[src/rtl/ovd_pkg.sv]
package ovd_pkg;
  typedef enum logic {
    TRIG_STORE = 1'b0,
    TRIG_LOAD  = 1'b1
  } trig_kind_e;

  function automatic int unsigned idx_bits(input int unsigned depth);
    return (depth > 1) ? $clog2(depth) : 1;
  endfunction
endpackage

[src/rtl/ovd_lq_shadow.sv]
module ovd_lq_shadow #(
  parameter int unsigned DEPTH = 16,
  parameter int unsigned RGN_W = 24,
  parameter int unsigned SEQ_W = 16,
  localparam int unsigned IDX_W = ovd_pkg::idx_bits(DEPTH)
) (
  input  logic                             clk_i,
  input  logic                             rst_ni,
  input  logic                             alloc_i,
  input  logic [IDX_W-1:0]                 alloc_idx_i,
  input  logic                             rec_i,
  input  logic [IDX_W-1:0]                 rec_idx_i,
  input  logic [RGN_W-1:0]                 rec_rgn_i,
  input  logic [SEQ_W-1:0]                 rec_seq_i,
  output logic [DEPTH-1:0]                 valid_o,
  output logic [DEPTH-1:0][RGN_W-1:0]      rgn_o,
  output logic [DEPTH-1:0][SEQ_W-1:0]      seq_o
);
  for (genvar e = 0; e < DEPTH; e++) begin : g_ent
    logic hit_alloc, hit_rec;
    assign hit_alloc = alloc_i && (alloc_idx_i == IDX_W'(e));
    assign hit_rec   = rec_i && (rec_idx_i == IDX_W'(e));

    always_ff @(posedge clk_i or negedge rst_ni) begin
      if (!rst_ni) begin
        valid_o[e] <= 1'b0;
        rgn_o[e]   <= '0;
        seq_o[e]   <= '0;
      end else if (hit_alloc) begin
        valid_o[e] <= 1'b0;
      end else if (hit_rec) begin
        valid_o[e] <= 1'b1;
        rgn_o[e]   <= rec_rgn_i;
        seq_o[e]   <= rec_seq_i;
      end
    end
  end

  AST_REC_SETS_VALID: assert property (@(posedge clk_i) disable iff (!rst_ni)
    (rec_i && !(alloc_i && alloc_idx_i == rec_idx_i)) |=> valid_o[$past(rec_idx_i)]);
  AST_ALLOC_CLEARS: assert property (@(posedge clk_i) disable iff (!rst_ni)
    alloc_i |=> !valid_o[$past(alloc_idx_i)]);
endmodule

[src/rtl/ovd_scan.sv]
module ovd_scan #(
  parameter int unsigned DEPTH = 16,
  parameter int unsigned RGN_W = 24,
  localparam int unsigned IDX_W = ovd_pkg::idx_bits(DEPTH),
  localparam int unsigned CW    = IDX_W + 1
) (
  input  logic                        clk_i,
  input  logic                        rst_ni,
  input  logic [DEPTH-1:0]            valid_i,
  input  logic [DEPTH-1:0][RGN_W-1:0] rgn_i,
  input  logic [IDX_W-1:0]            trig_idx_i,
  input  logic [RGN_W-1:0]            trig_rgn_i,
  input  logic [IDX_W-1:0]            tail_i,
  output logic                        hit_o,
  output logic [IDX_W-1:0]            hit_idx_o
);
  logic [CW-1:0]                  span;
  logic [DEPTH-1:0][IDX_W-1:0]    ent;
  logic [DEPTH-1:0]               cand;

  // Number of slots from trigger to tail; equal pointers mean a full ring.
  always_comb begin
    if (tail_i >= trig_idx_i) span = CW'(tail_i) - CW'(trig_idx_i);
    else                      span = CW'(tail_i) + CW'(DEPTH) - CW'(trig_idx_i);
    if (span == '0) span = CW'(DEPTH);
  end

  assign ent[0]  = trig_idx_i;
  assign cand[0] = 1'b0;

  for (genvar k = 1; k < DEPTH; k++) begin : g_off
    logic [CW-1:0] sum;
    assign sum     = CW'(trig_idx_i) + CW'(k);
    assign ent[k]  = (sum >= CW'(DEPTH)) ? IDX_W'(sum - CW'(DEPTH)) : IDX_W'(sum);
    assign cand[k] = (CW'(k) < span) && valid_i[ent[k]] && (rgn_i[ent[k]] == trig_rgn_i);
  end

  // Lowest offset wins: first match in scan order.
  always_comb begin
    hit_o     = 1'b0;
    hit_idx_o = '0;
    for (int k = DEPTH - 1; k >= 1; k--) begin
      if (cand[k]) begin
        hit_o     = 1'b1;
        hit_idx_o = ent[k];
      end
    end
  end

  AST_HIT_VALID: assert property (@(posedge clk_i) disable iff (!rst_ni)
    hit_o |-> valid_i[hit_idx_o]);
  AST_HIT_REGION: assert property (@(posedge clk_i) disable iff (!rst_ni)
    hit_o |-> (rgn_i[hit_idx_o] == trig_rgn_i));
  AST_HIT_NOT_SELF: assert property (@(posedge clk_i) disable iff (!rst_ni)
    hit_o |-> (hit_idx_o != trig_idx_i));
  AST_HIT_NOT_TAIL: assert property (@(posedge clk_i) disable iff (!rst_ni)
    (hit_o && tail_i != trig_idx_i) |-> (hit_idx_o != tail_i));
endmodule

[src/rtl/ovd_viol_track.sv]
module ovd_viol_track #(
  parameter int unsigned DEPTH = 16,
  parameter int unsigned SEQ_W = 16,
  parameter int unsigned CNT_W = 16,
  localparam int unsigned IDX_W = ovd_pkg::idx_bits(DEPTH)
) (
  input  logic              clk_i,
  input  logic              rst_ni,
  input  logic              scan_en_i,
  input  logic              hit_i,
  input  logic [IDX_W-1:0]  hit_idx_i,
  input  logic [SEQ_W-1:0]  hit_seq_i,
  input  logic              squash_i,
  input  logic [SEQ_W-1:0]  squash_seq_i,
  output logic              fault_o,
  output logic              viol_vld_o,
  output logic [IDX_W-1:0]  viol_idx_o,
  output logic [SEQ_W-1:0]  viol_seq_o,
  output logic [CNT_W-1:0]  viol_cnt_o
);
  logic keep, take;

  // Squash is resolved before the trigger compares against the held violator.
  assign keep = viol_vld_o && !(squash_i && (squash_seq_i < viol_seq_o));
  assign take = scan_en_i && hit_i && (!keep || (hit_seq_i < viol_seq_o));

  always_ff @(posedge clk_i or negedge rst_ni) begin
    if (!rst_ni) begin
      fault_o    <= 1'b0;
      viol_vld_o <= 1'b0;
      viol_idx_o <= '0;
      viol_seq_o <= '0;
      viol_cnt_o <= '0;
    end else begin
      fault_o <= take;
      if (take) begin
        viol_vld_o <= 1'b1;
        viol_idx_o <= hit_idx_i;
        viol_seq_o <= hit_seq_i;
        viol_cnt_o <= viol_cnt_o + CNT_W'(1);
      end else if (!keep) begin
        viol_vld_o <= 1'b0;
      end
    end
  end

  AST_FAULT_HAS_VIOL: assert property (@(posedge clk_i) disable iff (!rst_ni)
    fault_o |-> viol_vld_o);
  AST_FAULT_COUNTS: assert property (@(posedge clk_i) disable iff (!rst_ni)
    fault_o |-> (viol_cnt_o == $past(viol_cnt_o) + CNT_W'(1)));
  AST_CNT_QUIET: assert property (@(posedge clk_i) disable iff (!rst_ni)
    !fault_o |-> (viol_cnt_o == $past(viol_cnt_o)));
  AST_OLDER_ONLY: assert property (@(posedge clk_i) disable iff (!rst_ni)
    (viol_vld_o && !squash_i) |=> (!fault_o || (viol_seq_o < $past(viol_seq_o))));
  AST_SQUASH_CLEAR: assert property (@(posedge clk_i) disable iff (!rst_ni)
    (viol_vld_o && squash_i && (squash_seq_i < viol_seq_o) && !scan_en_i) |=> !viol_vld_o);
  AST_NO_SCAN_NO_FAULT: assert property (@(posedge clk_i) disable iff (!rst_ni)
    !scan_en_i |=> !fault_o);
endmodule

[src/rtl/ord_viol_det.sv]
module ord_viol_det #(
  parameter int unsigned DEPTH        = 16,
  parameter int unsigned ADDR_W       = 32,
  parameter int unsigned SEQ_W        = 16,
  parameter int unsigned CNT_W        = 16,
  parameter int unsigned REGION_SHIFT = 8,
  localparam int unsigned IDX_W = ovd_pkg::idx_bits(DEPTH),
  localparam int unsigned RGN_W = ADDR_W - REGION_SHIFT
) (
  input  logic              clk_i,
  input  logic              rst_ni,
  input  logic              alloc_i,
  input  logic [IDX_W-1:0]  alloc_idx_i,
  input  logic              trig_i,
  input  logic              trig_load_i,
  input  logic              ld_blocked_i,
  input  logic [IDX_W-1:0]  trig_idx_i,
  input  logic [ADDR_W-1:0] trig_addr_i,
  input  logic [SEQ_W-1:0]  trig_seq_i,
  input  logic [IDX_W-1:0]  tail_i,
  input  logic              squash_i,
  input  logic [SEQ_W-1:0]  squash_seq_i,
  output logic              fault_o,
  output logic              viol_vld_o,
  output logic [IDX_W-1:0]  viol_idx_o,
  output logic [SEQ_W-1:0]  viol_seq_o,
  output logic [CNT_W-1:0]  viol_cnt_o
);
  import ovd_pkg::*;

  trig_kind_e                   kind;
  logic [RGN_W-1:0]             trig_rgn;
  logic                         rec, scan_en, hit;
  logic [IDX_W-1:0]             hit_idx;
  logic [DEPTH-1:0]             ent_vld;
  logic [DEPTH-1:0][RGN_W-1:0]  ent_rgn;
  logic [DEPTH-1:0][SEQ_W-1:0]  ent_seq;

  assign kind     = trig_kind_e'(trig_load_i);
  assign trig_rgn = RGN_W'(trig_addr_i >> REGION_SHIFT);
  assign rec      = trig_i && (kind == TRIG_LOAD);
  assign scan_en  = trig_i && !((kind == TRIG_LOAD) && ld_blocked_i);

  ovd_lq_shadow #(.DEPTH(DEPTH), .RGN_W(RGN_W), .SEQ_W(SEQ_W)) u_shadow (
    .clk_i, .rst_ni,
    .alloc_i, .alloc_idx_i,
    .rec_i     (rec),
    .rec_idx_i (trig_idx_i),
    .rec_rgn_i (trig_rgn),
    .rec_seq_i (trig_seq_i),
    .valid_o   (ent_vld),
    .rgn_o     (ent_rgn),
    .seq_o     (ent_seq)
  );

  ovd_scan #(.DEPTH(DEPTH), .RGN_W(RGN_W)) u_scan (
    .clk_i, .rst_ni,
    .valid_i    (ent_vld),
    .rgn_i      (ent_rgn),
    .trig_idx_i,
    .trig_rgn_i (trig_rgn),
    .tail_i,
    .hit_o      (hit),
    .hit_idx_o  (hit_idx)
  );

  ovd_viol_track #(.DEPTH(DEPTH), .SEQ_W(SEQ_W), .CNT_W(CNT_W)) u_track (
    .clk_i, .rst_ni,
    .scan_en_i    (scan_en),
    .hit_i        (hit),
    .hit_idx_i    (hit_idx),
    .hit_seq_i    (ent_seq[hit_idx]),
    .squash_i, .squash_seq_i,
    .fault_o, .viol_vld_o, .viol_idx_o, .viol_seq_o, .viol_cnt_o
  );

  AST_BLOCKED_LOAD_SILENT: assert property (@(posedge clk_i) disable iff (!rst_ni)
    (trig_i && trig_load_i && ld_blocked_i) |=> !fault_o);
endmodule

[config.mk]
export PLATFORM = sky130hd
export DESIGN_NAME = ord_viol_det
export DESIGN_NICKNAME = d
export VERILOG_FILES = /design/src/rtl/ovd_pkg.sv /design/src/rtl/ovd_lq_shadow.sv /design/src/rtl/ovd_scan.sv /design/src/rtl/ovd_viol_track.sv /design/src/rtl/ord_viol_det.sv
export SDC_FILE = /design/constraint.sdc
export NUM_CORES = 2
export LEC_CHECK = 0
export BUFFER_PORTS_ARGS = -buffer_cell sky130_fd_sc_hd__buf_2
export CAP_MARGIN = 20
export CORE_MARGIN = 5
export CORE_UTILIZATION = 45
export CTS_CLUSTER_DIAMETER = 40
export DETAILED_ROUTE_END_ITERATION = 7
export HOLD_SLACK_MARGIN = 0.05
export PLACE_DENSITY_LB_ADDON = 0.3
export SYNTH_ARGS = -nofsm -noshare
export SYNTH_HDL_FRONTEND = slang
export SYNTH_SLANG_ARGS = --single-unit
[constraint.sdc]
create_clock -name clk_i -period 7.9 [get_ports clk_i]
set_clock_uncertainty 0.1 [all_clocks]
set_input_delay 1.58 -clock clk_i [delete_from_list [all_inputs] [get_ports clk_i]]
set_output_delay 1.58 -clock clk_i [all_outputs]
set_load 0.05 [all_outputs]
# Yosys cells after proc, flatten, opt, wreduce, memory -nomap -nowiden

Cells that the tools add are included.
W data, S select, Z words.

Logic and storage cells: 449
Output and inout bits: 38
Register bits after elaboration: 694
Bits of input ports: 83

Reductions and logical operators: 108
Bitwise logic cells: 16
Equality and inequality tests: 46
Multiplexer cells: 143
Add/sub/neg operators: 34
$lt $le $gt $ge: 49

Operator list:

| cell                    | number |
|---|---|
| $bmux W24 S4            | 15 |
| $eq A24 B24 Y1          | 15 |
| $mux W24                | 15 |
| $mux W4                 | 30 |
| $lt A4 B5 Y1 const B    | 16 |
| $ge A5 B5 Y1 const B    | 15 |
| $logic_and A1 B1 Y1     | 69 |
| $bmux W16 S4            | 1 |
| $eq A4 B4 Y1 const B    | 16 |
| $mux W1                 | 64 |
| $bmux W1 S4             | 15 |
| $sub A4 B1 Y4 const B   | 15 |
| $add A4 B4 Y5 const B   | 8 |
| $lt A4 B5 Y1 const A    | 8 |
| $eq A4 B3 Y1 const B    | 8 |
| $lt A16 B16 Y1          | 2 |
| $reduce_and A2 Y1       | 16 |
| $reduce_bool A2 Y1      | 16 |
| $add A4 B3 Y5 const B   | 4 |
| $lt A3 B5 Y1 const A    | 4 |
| $add A16 B1 Y16 const B | 1 |
| $eq A4 B2 Y1 const B    | 4 |
| $mux W16                | 1 |
| $not A1 Y1              | 16 |
| other kinds (15)        | 22 |

# Depth between registers and ports, before layout

Depth in word-level cells: 29
Mapped depth: 52
Depth with buffers taken out: 34

# Modules after synthesis

A second synthesis with hierarchy kept.

Cell total of the unflattened synthesis: 4183
Area total of the unflattened synthesis: 54637.4 um^2

Modules (own cells, without submodules):

| module         | seq. area each (um^2) | cells each | area each (um^2) | instances |
|---|---|---|---|---|
| ovd_scan       | 0.0                   | 2345       | 25718.4          | 1 |
| ovd_lq_shadow  | 16415.7               | 1485       | 24732.5          | 1 |
| ovd_viol_track | 950.9                 | 214        | 2202.1           | 1 |
| ord_viol_det   | 0.0                   | 139        | 1984.4           | 1 |

# Worst setup path before layout

No wires, ideal clock.

Kind: input to register
Start point: input port trig_idx_i[0]
End point: register u_track.viol_seq_o[10]
Setup time: 128 ps
Cell stages on the path: 51
Path slack: -4105 ps
Required time: 7672 ps
Path buffers: 20
Data arrival time: 11777 ps
Cells stage by stage: buf_4 inv_2 buf_2 buf_4 buf_2 buf_2 buf_2 buf_2 clkbuf_1 ha_1 buf_2 buf_4 buf_4 buf_4 buf_2 buf_1 buf_2 mux2_2 (+15 left out) a211oi_1 a21oi_1 mux2i_1 ha_1 a21oi_1 nor2b_1 o21ai_0 nand2b_1 a21oi_1 nor2b_1 o21ai_0 nand2b_1 o21bai_1 a21oi_1 a211oi_4 nor2_4 buf_4 mux2_1

Longest elaborated chain between the ends: 27
Elaborated cells on any way between the ends: 222
Classes of those cells: add/sub (32); order compare (32); eq/ne (15); mux (109); reduce/logical (34)

Ends and longest elaborated chain:

| item                                                         | RTL line                       | source |
|---|---|---|
| from (decl)                                                  | ord_viol_det.sv:17             | `input logic [IDX_W-1:0] trig_idx_i,` |
| $add A4 B4 Y5, or another cell as far along                  | ovd_scan.sv:33                 | `assign sum = CW'(trig_idx_i) + CW'(k);` |
| $sub A4 B1 Y4, or another cell as far along                  | ovd_scan.sv:34                 | `assign ent[k] = (sum >= CW'(DEPTH)) ? IDX_W'(sum - CW'(DEPTH)) : IDX_W'(sum);` |
| $mux W4 or $logic_not A5 Y1 (tied branches)                  | ovd_scan.sv:34, ovd_scan.sv:25 |  |
| $bmux W24 S4, or another cell as far along                   | ovd_scan.sv:35                 | `assign cand[k] = (CW'(k) < span) && valid_i[ent[k]] && (rgn_i[ent[k]] == trig_rgn_i);` |
| $mux W24 (not written as such), or another cell as far along | ovd_scan.sv:35                 |  |
| $eq A24 B24 Y1 or $logic_and A1 B1 Y1 (tied branches)        | ovd_scan.sv:35                 |  |
| $logic_and A1 B1 Y1                                          | ovd_scan.sv:35                 |  |
| $mux W4 (14 in series)                                       | ovd_scan.sv:43                 | `if (cand[k]) begin` |
| $mux W4 (*)                                                  | ovd_scan.sv:43                 |  |
| $bmux W16 S4 (*)                                             | ord_viol_det.sv:72             | `.hit_seq_i (ent_seq[hit_idx]),` |
| $mux W16 (not written as such) (*)                           | ord_viol_det.sv:72             |  |
| net u_track.hit_seq_i[9]                                     | ovd_viol_track.sv:12           | `input logic [SEQ_W-1:0] hit_seq_i,` |
| $lt A16 B16 Y1 (*)                                           | ovd_viol_track.sv:25           | `assign take = scan_en_i && hit_i && (!keep \|\| (hit_seq_i < viol_seq_o));` |
| $logic_or A1 B1 Y1 (*)                                       | ovd_viol_track.sv:25           |  |
| $logic_and A1 B1 Y1 (*)                                      | ovd_viol_track.sv:25           |  |
| to (signal assigned)                                         | ovd_viol_track.sv:39           | `viol_seq_o <= hit_seq_i;` |
| to (decl)                                                    | ovd_viol_track.sv:18           | `output logic [SEQ_W-1:0] viol_seq_o,` |

The timed path passes the listed nets; every way through them passes the cells marked *. The select of a mux whose other input is x is not followed.
A chain may end at the register's enable or synchronous reset.

# Final worst setup path

Start point: input port trig_idx_i[0]
End point: register u_track.viol_cnt_o[1]

Longest elaborated chain between the ends: 27
Elaborated cells on any way between the ends: 222
Classes of those cells: add/sub (32); order compare (32); eq/ne (15); mux (109); reduce/logical (34)

Ends and longest elaborated chain:

| item                                                         | RTL line                       | source |
|---|---|---|
| $add A4 B4 Y5, or another cell as far along                  | ovd_scan.sv:33                 |  |
| $sub A4 B1 Y4, or another cell as far along                  | ovd_scan.sv:34                 |  |
| $mux W4 or $logic_not A5 Y1 (tied branches)                  | ovd_scan.sv:34, ovd_scan.sv:25 |  |
| $bmux W24 S4, or another cell as far along                   | ovd_scan.sv:35                 |  |
| $mux W24 (not written as such), or another cell as far along | ovd_scan.sv:35                 |  |
| $eq A24 B24 Y1 or $logic_and A1 B1 Y1 (tied branches)        | ovd_scan.sv:35                 |  |
| $logic_and A1 B1 Y1                                          | ovd_scan.sv:35                 |  |
| $mux W4 (14 in series)                                       | ovd_scan.sv:43                 |  |
| $mux W4 (*)                                                  | ovd_scan.sv:43                 |  |
| $bmux W16 S4 (*)                                             | ord_viol_det.sv:72             |  |
| $mux W16 (not written as such) (*)                           | ord_viol_det.sv:72             |  |
| net u_track.hit_seq_i[9]                                     | ovd_viol_track.sv:12           |  |
| $lt A16 B16 Y1 (*)                                           | ovd_viol_track.sv:25           |  |
| $logic_or A1 B1 Y1 (*)                                       | ovd_viol_track.sv:25           |  |
| $logic_and A1 B1 Y1 (*)                                      | ovd_viol_track.sv:25           |  |
| to (signal assigned)                                         | ovd_viol_track.sv:40           | `viol_cnt_o <= viol_cnt_o + CNT_W'(1);` |
| to (decl)                                                    | ovd_viol_track.sv:19           | `output logic [CNT_W-1:0] viol_cnt_o` |

Marks and branches as above.

==> flow_summary_export.csv <==
group,metric,value,unit
run_status,status,"finished with violations",
run_status,violations,"max-capacitance violations, negative setup slack",
route,drc_errors,0,
timing,setup_ws,-1200,ps
route,drtIter0Drc,7653,
timing,hold_viol_final,0,
timing,min_period,9100,ps
floorplanning,core-area,0.139,sq mm
finish,fin_util,60.4,%
worst_hold_path,hold_path.class,"reg2reg",
critical_path,cp_common_cell,"buf_4",
finish,ff_latch_area,0.0174,sq mm
yosys,synth_area_leader_cell,"dfrtp_1",
run,cap_viol_max_count,1,
place,hpwlAfterDp,251,mm
yosys,netlist_area,0.0627,sq mm
cts,clk_latency,770,ps
yosys,ys_top_cells_by_area,"dfrtp_1, mux4_2, mux2_2",
floorplanning,die_x,383,microns
critical_path,cp-end-kind,"flop",
place,dp.cells,8345,
timing,tightestPinTransition,1420,ps
cts,hold_buffers,0,
yosys,async_flop_share,100,%
yosys,syn_avg_cell_area,11.8,sq um
finish,drive_above_1_share,54.3,%
cts,cts_max_path_buffers,3,
power,fin_total_pwr,20.7,mW
timing,maxSlewHeadroom,2.70,%
grt,track_usage,43.2,%
cts,numCtsBuffers,112,
yosys,netlist-cell-type-count,99,
critical_path,worst-path-buf-inv,11,
yosys,synth-edff-count,0,
critical_path,cpLargestDelayFamily,"compound AO/OA/AOI/OAI gates",
critical_path,required,8390,ps
power,power_density,246,mW/mm^2
cts,htreeDepth,3,
finish,fin_cells,8670,
yosys,synth_top_area_share,27.7,%
critical_path,cp_slowest_cell,"a2111oi_0",
route,num_vias,59020,
grt,grt_pass1_vias,57483,
floorplanning,io_pins,121,
yosys,syn_nets,5453,
yosys,ys_ff_latch,694,
timing,rsz0062_at_grt,"true",
route,routed_wl,324,mm
power,max-vdd-ir-drop,0.000225,V
cts,clock_sinks,694,
grt,antenna_found_initial,32,
critical_path,worstPathMaxFanout,16,
finish,design_area,0.0840,sq mm
grt,grt_pass1_wl,450,mm
critical_path,path_class,"in2reg",
grt,grt-ovfl-total,0,
floorplanning,num_rows,137,
finish,nNetsFinal,6812,
critical_path,max_stage_delay,1190,ps
timing,max_freq,110,MHz
floorplanning,die_area,0.147,sq mm
critical_path,crit_arrival,9590,ps
timing,finalSetupViolCount,37,
place,place_area,0.0768,sq mm
finish,syn2layout_area_growth,33.9,%
finish,n_fill_cell,11152,
floorplanning,initial_core_util,45.1,%
timing,whs,402,ps
cts,clkTransAtPathRegs,50,ps
yosys,yosysSeqAreaShare,27.7,%
power,leakagePower,36.0,nW
place,gp_congestion,1.18,
yosys,yosysWarnings,0,
route,viasPerCell,6.81,
grt,grt_max_degree,170,
yosys,syn-instance-count,5320,
finish,multi_input_area,0.0445,sq mm
floorplanning,die_h,383,microns
route,drt-wirelength-per-cell,37.4,microns
place,port_buffers,112,
timing,fin_crit_sh,115,%
critical_path,startpoint_type,"input port",
route,firstDrtPassIters,6,
route,drtAntennaViolNets,0,
cts,cts_root_buf,"clkbuf_16",
timing,drv_slew,0,
yosys,synth_ff_type,"dfrtp_1",
cts,cts_tree,"yes",
[worst reg2reg max path: cells and delay by family (launching register included)]
family          cells  cell delay, ps
mux                 5            1650
simple gates       11            2030
fa+ha+maj           1             210
flops               1             450
buf+inv             7            1190
compound gates     13            2120
[power breakdown]
part,internal [mW],switching (mW)
Clock,3.24,2.02
Sequential,4.21,0.761
Combinational,5.04,5.40
Total,12.5,8.18
[through the flow]
| stage | worst slack (ps) | setup TNS (ps) |
|---|---|---|
| 2_1_floorplan | -1930 | -65880 |
| 3_3_place_gp | -2120 | -76080 |
| 3_5_place_dp | -2200 | -79010 |
| 4_1_cts | -997 | -33680 |
| 5_1_grt | -1300 | -45000 |
| 6_report | -1200 | -41570 |
[Yosys cell counts, drive strengths merged (38+ instances only)]
library cell  instances
nor4                 38
inv                  46
clkbuf              227
xnor2               297
dfrtp               694
nor3                 70
o22ai                40
ha                   49
a21oi               156
a211oi               45
o21ai                67
buf                 289
nand2               209
mux4                639
mux2i               582
nor2                245
nand4                88
mux2                830
xor2                 80
nand3                87
[layer usage]
metal  track usage, %  part of all wire (%)  up-vias
li1                 -                     -    23579
met1             59.7                    39    30512
met2             62.0                    42     4013
met3             12.9                    12      888
met4             21.2                   6.5       28
met5                0                 0.051        -
[cells by family after synthesis]
| family | count (synthesis) | synth area share [%] |
|---|---|---|
| multiplexers | 2051 | 47.2 |
| AND/OR/NAND/NOR | 988 | 8.14 |
| flip-flops | 694 | 27.7 |
| AO/OA/AOI/OAI | 596 | 6.64 |
| buffers and inverters | 564 | 4.03 |
| XOR/XNOR | 377 | 5.33 |
| adder cells (fa/ha/maj) | 50 | 1.01 |
[sequential cells by signal (all words and copies together), names as in the netlist]
signal              count
u_shadow.rgn_o        384
u_shadow.seq_o        256
u_shadow.valid_o       16
u_track.fault_o         1
u_track.viol_cnt_o     16
u_track.viol_idx_o      4
u_track.viol_seq_o     16
u_track.viol_vld_o      1
[what timing repair did]
action                                  CTS  global route
hold endpoints to repair                  0             0
resized for setup                       199           145
buffers inserted                         57            19
pin swaps                                45            47
endpoints found under the setup margin   37            37
gates cloned                             17             8
[placed cells by master, fill, tap and decap left out, drive strengths merged, types with 19 or more instances in the layout]
cell | synthesis | routed
mux2i | 582 | 582
clkinv | 2 | 26
nand3 | 87 | 87
o22ai | 40 | 40
nor4 | 38 | 38
or3 | 19 | 19
clkbuf | 227 | 139
a21oi | 156 | 156
nor3 | 70 | 70
and3 | 27 | 27
inv | 46 | 76
a211oi | 45 | 45
mux4 | 639 | 639
ha | 49 | 49
dfrtp | 694 | 694
o211ai | 20 | 20
o21ai | 67 | 67
nand2b | 28 | 28
nor2b | 27 | 27
a22oi | 28 | 28
mux2 | 830 | 830
and2 | 31 | 31
xor2 | 80 | 80
nand4 | 88 | 88
xnor2 | 297 | 297
buf | 289 | 1743
nand2 | 209 | 209
nor2 | 245 | 245
a221oi | 22 | 22
[layout make-up]
cell class	count	area share (%)
inverter	48	0.232
clock buffer	131	3.55
tap	1876	2.80
timing repair buffer	1761	18.4
antenna	18	0.0536
clock inverter	80	1.31
multi-input combinational	4062	53.0
sequential	694	20.7
[worst paths after layout]
check | start | end | slack (ps) | depth (start not counted)
worst max-delay path | trig_idx_i[0] | u_track.viol_cnt_o[1]$_DFFE_PN0P_ | -1200 | 40
worst min-delay path | u_shadow.seq_o[2]$_DFFE_PN0P_ | u_shadow.seq_o[2]$_DFFE_PN0P_ | 400 | 1
worst max register to register | u_shadow.rgn_o[257]$_DFFE_PN0P_ | u_track.viol_cnt_o[1]$_DFFE_PN0P_ | 30 | 37
worst min register to register | u_shadow.seq_o[2]$_DFFE_PN0P_ | u_shadow.seq_o[2]$_DFFE_PN0P_ | 400 | 1
max in group asynchronous | rst_ni | u_shadow.seq_o[145]$_DFFE_PN0P_ | 5480 | 2
min in group asynchronous | rst_ni | u_shadow.rgn_o[294]$_DFFE_PN0P_ | 690 | 1
(Power assumes the default switching activity.)
